$ cat config.mk
export PLATFORM = sky130hd
export DESIGN_NAME = ptr_pm_top
export DESIGN_NICKNAME = d
export VERILOG_FILES = /design/src/rtl/ptr_pm_pkg.sv /design/src/rtl/ptr_pm_ctrl.sv /design/src/rtl/ptr_pm_counter.sv /design/src/rtl/ptr_pm_latch.sv /design/src/rtl/ptr_pm_top.sv
export SDC_FILE = /design/constraint.sdc
export NUM_CORES = 1
export LEC_CHECK = 0
export ABC_AREA = 0
export BUFFER_PORTS_ARGS = -buffer_cell sky130_fd_sc_hd__buf_2
export CORE_MARGIN = 1
export CORE_UTILIZATION = 56
export CTS_BUF_LIST = sky130_fd_sc_hd__clkbuf_16
export DETAILED_ROUTE_END_ITERATION = 8
export PLACE_DENSITY = 0.79
export SYNTH_ARGS = -nofsm -noshare
export SYNTH_HDL_FRONTEND = slang
export SYNTH_SLANG_ARGS = --single-unit
$ cat constraint.sdc
create_clock -name clk_i -period 1.7 [get_ports clk_i]
set_input_delay 0.17 -clock clk_i [delete_from_list [all_inputs] [get_ports clk_i]]
set_output_delay 0.17 -clock clk_i [all_outputs]
set_load 0.03 [all_outputs]
$ cat src/rtl/ptr_pm_pkg.sv
package ptr_pm_pkg;

  typedef enum logic {
    CNT_WRAP = 1'b0,
    CNT_SAT  = 1'b1
  } cnt_mode_e;

  typedef struct packed {
    logic clear;   // alarm: zero everything
    logic strobe;  // interval boundary, alarm-free
  } pm_ctrl_t;

endpackage

$ cat src/rtl/ptr_pm_ctrl.sv
module ptr_pm_ctrl
  import ptr_pm_pkg::*;
(
  input  logic      clk_i,
  input  logic      rst_ni,
  input  logic      interval_end_i,
  input  logic      lop_i,
  input  logic      ais_i,
  input  logic      auto_ais_i,
  output pm_ctrl_t  ctrl_o
);

  logic alarm;

  always_comb begin
    alarm         = lop_i | ais_i | auto_ais_i;
    ctrl_o.clear  = alarm;
    ctrl_o.strobe = interval_end_i & ~alarm;
  end

  assert_ctrl_excl_R6: assert property (@(posedge clk_i) disable iff (!rst_ni)
    !(ctrl_o.clear && ctrl_o.strobe));

  assert_lop_clear_R7: assert property (@(posedge clk_i) disable iff (!rst_ni)
    lop_i |-> ctrl_o.clear);

endmodule

$ cat src/rtl/ptr_pm_counter.sv
module ptr_pm_counter
  import ptr_pm_pkg::*;
#(
  parameter int CNT_W = 11
) (
  input  logic             clk_i,
  input  logic             rst_ni,
  input  pm_ctrl_t         ctrl_i,
  input  cnt_mode_e        mode_i,
  input  logic             evt_i,
  output logic [CNT_W-1:0] cnt_o
);

  localparam logic [CNT_W-1:0] CNT_MAX = {CNT_W{1'b1}};
  localparam logic [CNT_W-1:0] CNT_ONE = CNT_W'(1);

  logic [CNT_W-1:0] cnt_q, cnt_d;
  logic             at_max;

  always_comb begin
    at_max = (cnt_q == CNT_MAX);
    cnt_d  = cnt_q;
    if (ctrl_i.clear) begin
      cnt_d = '0;
    end else if (ctrl_i.strobe) begin
      cnt_d = evt_i ? CNT_ONE : '0;
    end else if (evt_i) begin
      if (mode_i == CNT_SAT && at_max) cnt_d = CNT_MAX;
      else                              cnt_d = cnt_q + CNT_ONE;
    end
  end

  always_ff @(posedge clk_i or negedge rst_ni) begin
    if (!rst_ni) cnt_q <= '0;
    else         cnt_q <= cnt_d;
  end

  assign cnt_o = cnt_q;

  assert_cnt_zero_R6: assert property (@(posedge clk_i) disable iff (!rst_ni)
    ctrl_i.clear |=> (cnt_o == '0));

  assert_cnt_restart_R3: assert property (@(posedge clk_i) disable iff (!rst_ni)
    ctrl_i.strobe |=> (cnt_o == CNT_W'($past(evt_i))));

  assert_cnt_sat_R5: assert property (@(posedge clk_i) disable iff (!rst_ni)
    (!ctrl_i.clear && !ctrl_i.strobe && mode_i == CNT_SAT && cnt_o == CNT_MAX)
    |=> (cnt_o == CNT_MAX));

  assert_cnt_wrap_R4: assert property (@(posedge clk_i) disable iff (!rst_ni)
    (!ctrl_i.clear && !ctrl_i.strobe && evt_i && mode_i == CNT_WRAP && cnt_o == CNT_MAX)
    |=> (cnt_o == '0));

  assert_cnt_idle_R1: assert property (@(posedge clk_i) disable iff (!rst_ni)
    (!ctrl_i.clear && !ctrl_i.strobe && !evt_i) |=> $stable(cnt_o));

endmodule

$ cat src/rtl/ptr_pm_latch.sv
module ptr_pm_latch
  import ptr_pm_pkg::*;
#(
  parameter int CNT_W = 11
) (
  input  logic             clk_i,
  input  logic             rst_ni,
  input  pm_ctrl_t         ctrl_i,
  input  logic [CNT_W-1:0] run_i,
  output logic [CNT_W-1:0] held_o
);

  logic [CNT_W-1:0] held_q;

  always_ff @(posedge clk_i or negedge rst_ni) begin
    if (!rst_ni)            held_q <= '0;
    else if (ctrl_i.clear)  held_q <= '0;
    else if (ctrl_i.strobe) held_q <= run_i;
  end

  assign held_o = held_q;

  assert_latch_copy_R2: assert property (@(posedge clk_i) disable iff (!rst_ni)
    ctrl_i.strobe |=> (held_o == $past(run_i)));

  assert_latch_hold_R9: assert property (@(posedge clk_i) disable iff (!rst_ni)
    (!ctrl_i.clear && !ctrl_i.strobe) |=> $stable(held_o));

  assert_latch_zero_R6: assert property (@(posedge clk_i) disable iff (!rst_ni)
    ctrl_i.clear |=> (held_o == '0));

endmodule

$ cat src/rtl/ptr_pm_top.sv
module ptr_pm_top
  import ptr_pm_pkg::*;
#(
  parameter int CNT_W = 11
) (
  input  logic             clk_i,
  input  logic             rst_ni,
  input  logic             inc_i,
  input  logic             dec_i,
  input  logic             interval_end_i,
  input  logic             lop_i,
  input  logic             ais_i,
  input  logic             auto_ais_i,
  input  logic             sat_en_i,
  output logic [CNT_W-1:0] inc_latched_o,
  output logic [CNT_W-1:0] dec_latched_o
);

  localparam int N_CH = 2;  // 0: increment, 1: decrement

  pm_ctrl_t         ctrl;
  cnt_mode_e        mode;
  logic [N_CH-1:0]  evt;
  logic [CNT_W-1:0] run  [N_CH];
  logic [CNT_W-1:0] held [N_CH];

  assign mode = cnt_mode_e'(sat_en_i);
  assign evt  = {dec_i, inc_i};

  ptr_pm_ctrl u_ctrl (
    .clk_i          (clk_i),
    .rst_ni         (rst_ni),
    .interval_end_i (interval_end_i),
    .lop_i          (lop_i),
    .ais_i          (ais_i),
    .auto_ais_i     (auto_ais_i),
    .ctrl_o         (ctrl)
  );

  for (genvar g = 0; g < N_CH; g++) begin : g_ch
    ptr_pm_counter #(.CNT_W(CNT_W)) u_cnt (
      .clk_i  (clk_i),
      .rst_ni (rst_ni),
      .ctrl_i (ctrl),
      .mode_i (mode),
      .evt_i  (evt[g]),
      .cnt_o  (run[g])
    );

    ptr_pm_latch #(.CNT_W(CNT_W)) u_lat (
      .clk_i  (clk_i),
      .rst_ni (rst_ni),
      .ctrl_i (ctrl),
      .run_i  (run[g]),
      .held_o (held[g])
    );
  end

  assign inc_latched_o = held[0];
  assign dec_latched_o = held[1];

  assert_out_zero_R6: assert property (@(posedge clk_i) disable iff (!rst_ni)
    (lop_i || ais_i || auto_ais_i) |=> (inc_latched_o == '0 && dec_latched_o == '0));

endmodule

==> results.md <==
- Cell area after layout: 0.002467 mm2
- Final antenna diode count: 0
- DRC Markers: 0
- Number of synthesized flops with an enable pin: 0
- Multi-input gate area: 899.6 um2
- Die area: 0.003896 mm2
- Max-cap violations: 0
- Sum of buffers and inverters on the critical path: 0
- Peak supply drop: 0.5735 mV
- Post-synthesis cell area: 0.002044 mm2
- Final core occ: 72.23%
- Worst hold path type: in -> reg
- Pin count of the biggest net entering global routing: 23
- Distinct cells, synth: 34
- Avg Inst Size Synth: 10.33 um2
- Root Buffer: clkbuf_16
- Crit path launch: g_ch[1].u_cnt.cnt_o[0]
- GP Congestion: 0.9102
- Gate Count Post-Synth: 198
- H-tree depth: 2
- Top_reg_cell synth: dfrtp_1
- Area growth from synthesis to layout: 20.69%
- Clk Latency, worst-skew pair: 0.28 ns
- Setup CP Type: reg -> reg
- DP HPWL: 3.183 mm
- Leak: 1.175 nW
- CP Cell Sequence: ha_2 -> nand2_1 -> or4_4 -> and3_1 -> nor3_2
- Setup TNS: 0 ns
- Reg clk slew, reported paths: 0.06 ns
- Max FO, Critical Path: 4
- Vias per std cell: 5.854
- Initial Util: 59.85%
- Total Power: 2.042 mW
- Ys Warns: 0
- Net count, final: 251
- Vias in the first global route: 1717
- GRT Residual Overflow: 0
- Fillers: 248
- Syn nets: 209
- Initial antenna violation count: 0
- Register area: 0.001101 mm2
- Status: finished, final reports clean
- Slew Limit Headroom: 63.10%
- Wirelength, routed: 4.588 mm
- Most common cell in the netlist: dfrtp_1
- First-pass DRT Iterations: 4
- Clock Path Buffers: 2
- HP Start: dec_i
- Yosys reg bits: 44
- Total I/O pin count: 31
- First-pass GRT wire length: 7.748 mm
- Synth top area share: 53.86%
- Clk sinks: 44
- Worst Setup End Kind: register
- Synth cell count leaders: 44 x dfrtp_1, 30 x nor2_1, 22 x mux2i_1, 13 x a31oi_1, 12 x nor3_1
- F_max: 614.9 MHz
- GR Util All Layers: 25.58%
- Floorplan die width: 62.42 um
- FF-to-FF Start: g_ch[1].u_cnt.cnt_o[0]
- CP Launch Type: register
- Critical Path RT: 1.91 ns
- Total CTS buffers: 5
- # port buffers: 30
- Num rows: 21
- Die outline height: 62.42 um
- Top cell type by total area after synthesis: dfrtp_1
- Detail Route Antenna Nets: 0
- Drt initial violations: 144
- Fin crit period: 1.626 ns
- CP max-delay cell: or4_4
- Total number of vias: 1680
- Seq/Total Area, Yosys: 53.86%
- Max stage delay on crit path: 0.51 ns
- Final Hold Viols: 0
- Ratio of final minimum period to clock period: 95.66%
- WL/cell: 15.99 um
- CTS tree: built
- Data arrival, critical path: 1.83 ns
- Slew Limit Fails: 0
- Power per cell area: 827.5 mW/mm2
- Asr flop ratio synth: 100.0%
- Post-Route Skew: 0.002842 ns
- Fraction of layout cells with a size suffix above 1: 23.65%
- DP Area: 0.002297 mm2
- Final setup fails: 0
- Top Family by Delay on Critical Path: simple AND/OR/NAND/NOR gates
- Synth top area cells: dfrtp_1 54%, mux2i_1 11%, nor2_1 5.5%
- Worst slew pin tran: 0.5535 ns
- Core region area: 0.003416 mm2
-- state kept, by name, summed over array words and instances (netlist names) --
register	flops
g_ch.u_cnt.cnt_o	22
g_ch.u_lat.held_o	22
-- final timing paths --
| kind | to | slack, ns | cells past startpoint |
|---|---|---|---|
| worst max-delay path | g_ch[1].u_cnt.cnt_o[7] | 0.07 | 5 |
| worst min-delay path | g_ch[1].u_cnt.cnt_o[1] | 0.14 | 2 |
| worst max register to register | g_ch[1].u_cnt.cnt_o[7] | 0.07 | 5 |
| worst min register to register | g_ch[1].u_lat.held_o[7] | 0.51 | 2 |
| max in group asynchronous | g_ch[0].u_lat.held_o[9] | 0.83 | 3 |
| min in group asynchronous | g_ch[1].u_cnt.cnt_o[2] | 0.32 | 2 |
-- per-stage QoR --
| stage | hold WS, ns | cells | setup slack [ns] |
|---|---|---|---|
| final | 0.1367 | 287 | 0.07378 |
| after global routing | 0.1675 | 287 | -0.01853 |
| after CTS | 0.1294 | 286 | 0.09470 |
| after detailed placement | 0.1056 | 277 | 0.1147 |
| after global placement | 0.09436 | 277 | 0.1565 |
| after floorplan | -0.1256 | 198 | 0.1243 |
-- cells in the final DEF, fill, tap and decap left out, types with 2 or more instances in the layout --
master | Yosys | layout
a41oi_1 | 2 | 2
nor2_1 | 30 | 30
nor2b_1 | 2 | 2
nand3_2 | 2 | 2
dfrtp_1 | 44 | 44
or3_1 | 2 | 2
nor4bb_1 | 2 | 2
nand2_1 | 10 | 10
clkbuf_16 | 0 | 5
nor3_1 | 12 | 11
o21ai_0 | 10 | 10
nand3_1 | 4 | 4
nor4_1 | 4 | 4
buf_2 | 2 | 30
a21oi_1 | 5 | 5
inv_1 | 4 | 6
and4_1 | 2 | 2
a211oi_1 | 2 | 2
and2_1 | 3 | 3
buf_4 | 0 | 13
nand4_1 | 3 | 3
mux2i_1 | 22 | 22
nor3_2 | 1 | 2
a31oi_1 | 13 | 13
-- per-layer routing --
| layer | up-vias | track usage (%) | wire length [um] |
|---|---|---|---|
| met4 | 0 | 11.05 | 129 |
| met1 | 813 | 31.98 | 1976 |
| met2 | 52 | 41.98 | 2288 |
| met5 | - | 0 | 0 |
| met3 | 13 | 6.569 | 194 |
| li1 | 802 | - | - |
-- where the power goes --
group	switching, mW	internal (mW)	total, mW
clock network	0.373	0.528	0.901
registers	0.00198	1.05	1.05
logic	0.0583	0.0306	0.0889
-- kinds of logic after synthesis --
group           after synthesis  share of synthesized area, %
compound gates               34                         10.16
fa+ha+maj                     2                         1.224
buf+inv                      13                         2.937
flops                        44                         53.86
mux                          22                         10.77
simple gates                 83                         21.05
-- layout make-up --
type / count / share of cell area, %
multi-input combinational: 141 / 36.46
sequential: 44 / 44.62
tap: 46 / 2.333
inverter: 4 / 0.6085
clock inverter: 3 / 0.4564
timing repair buffer: 44 / 10.45
clock buffer: 5 / 5.071
-- timing repair --
item,in CTS,in global routing
gates resized for setup,0,4
buffers inserted,0,1
endpoints found under the hold margin,13,0
setup endpoints to repair,0,6
hold buffers,1,0
Power figures use the tool's default switching activity.
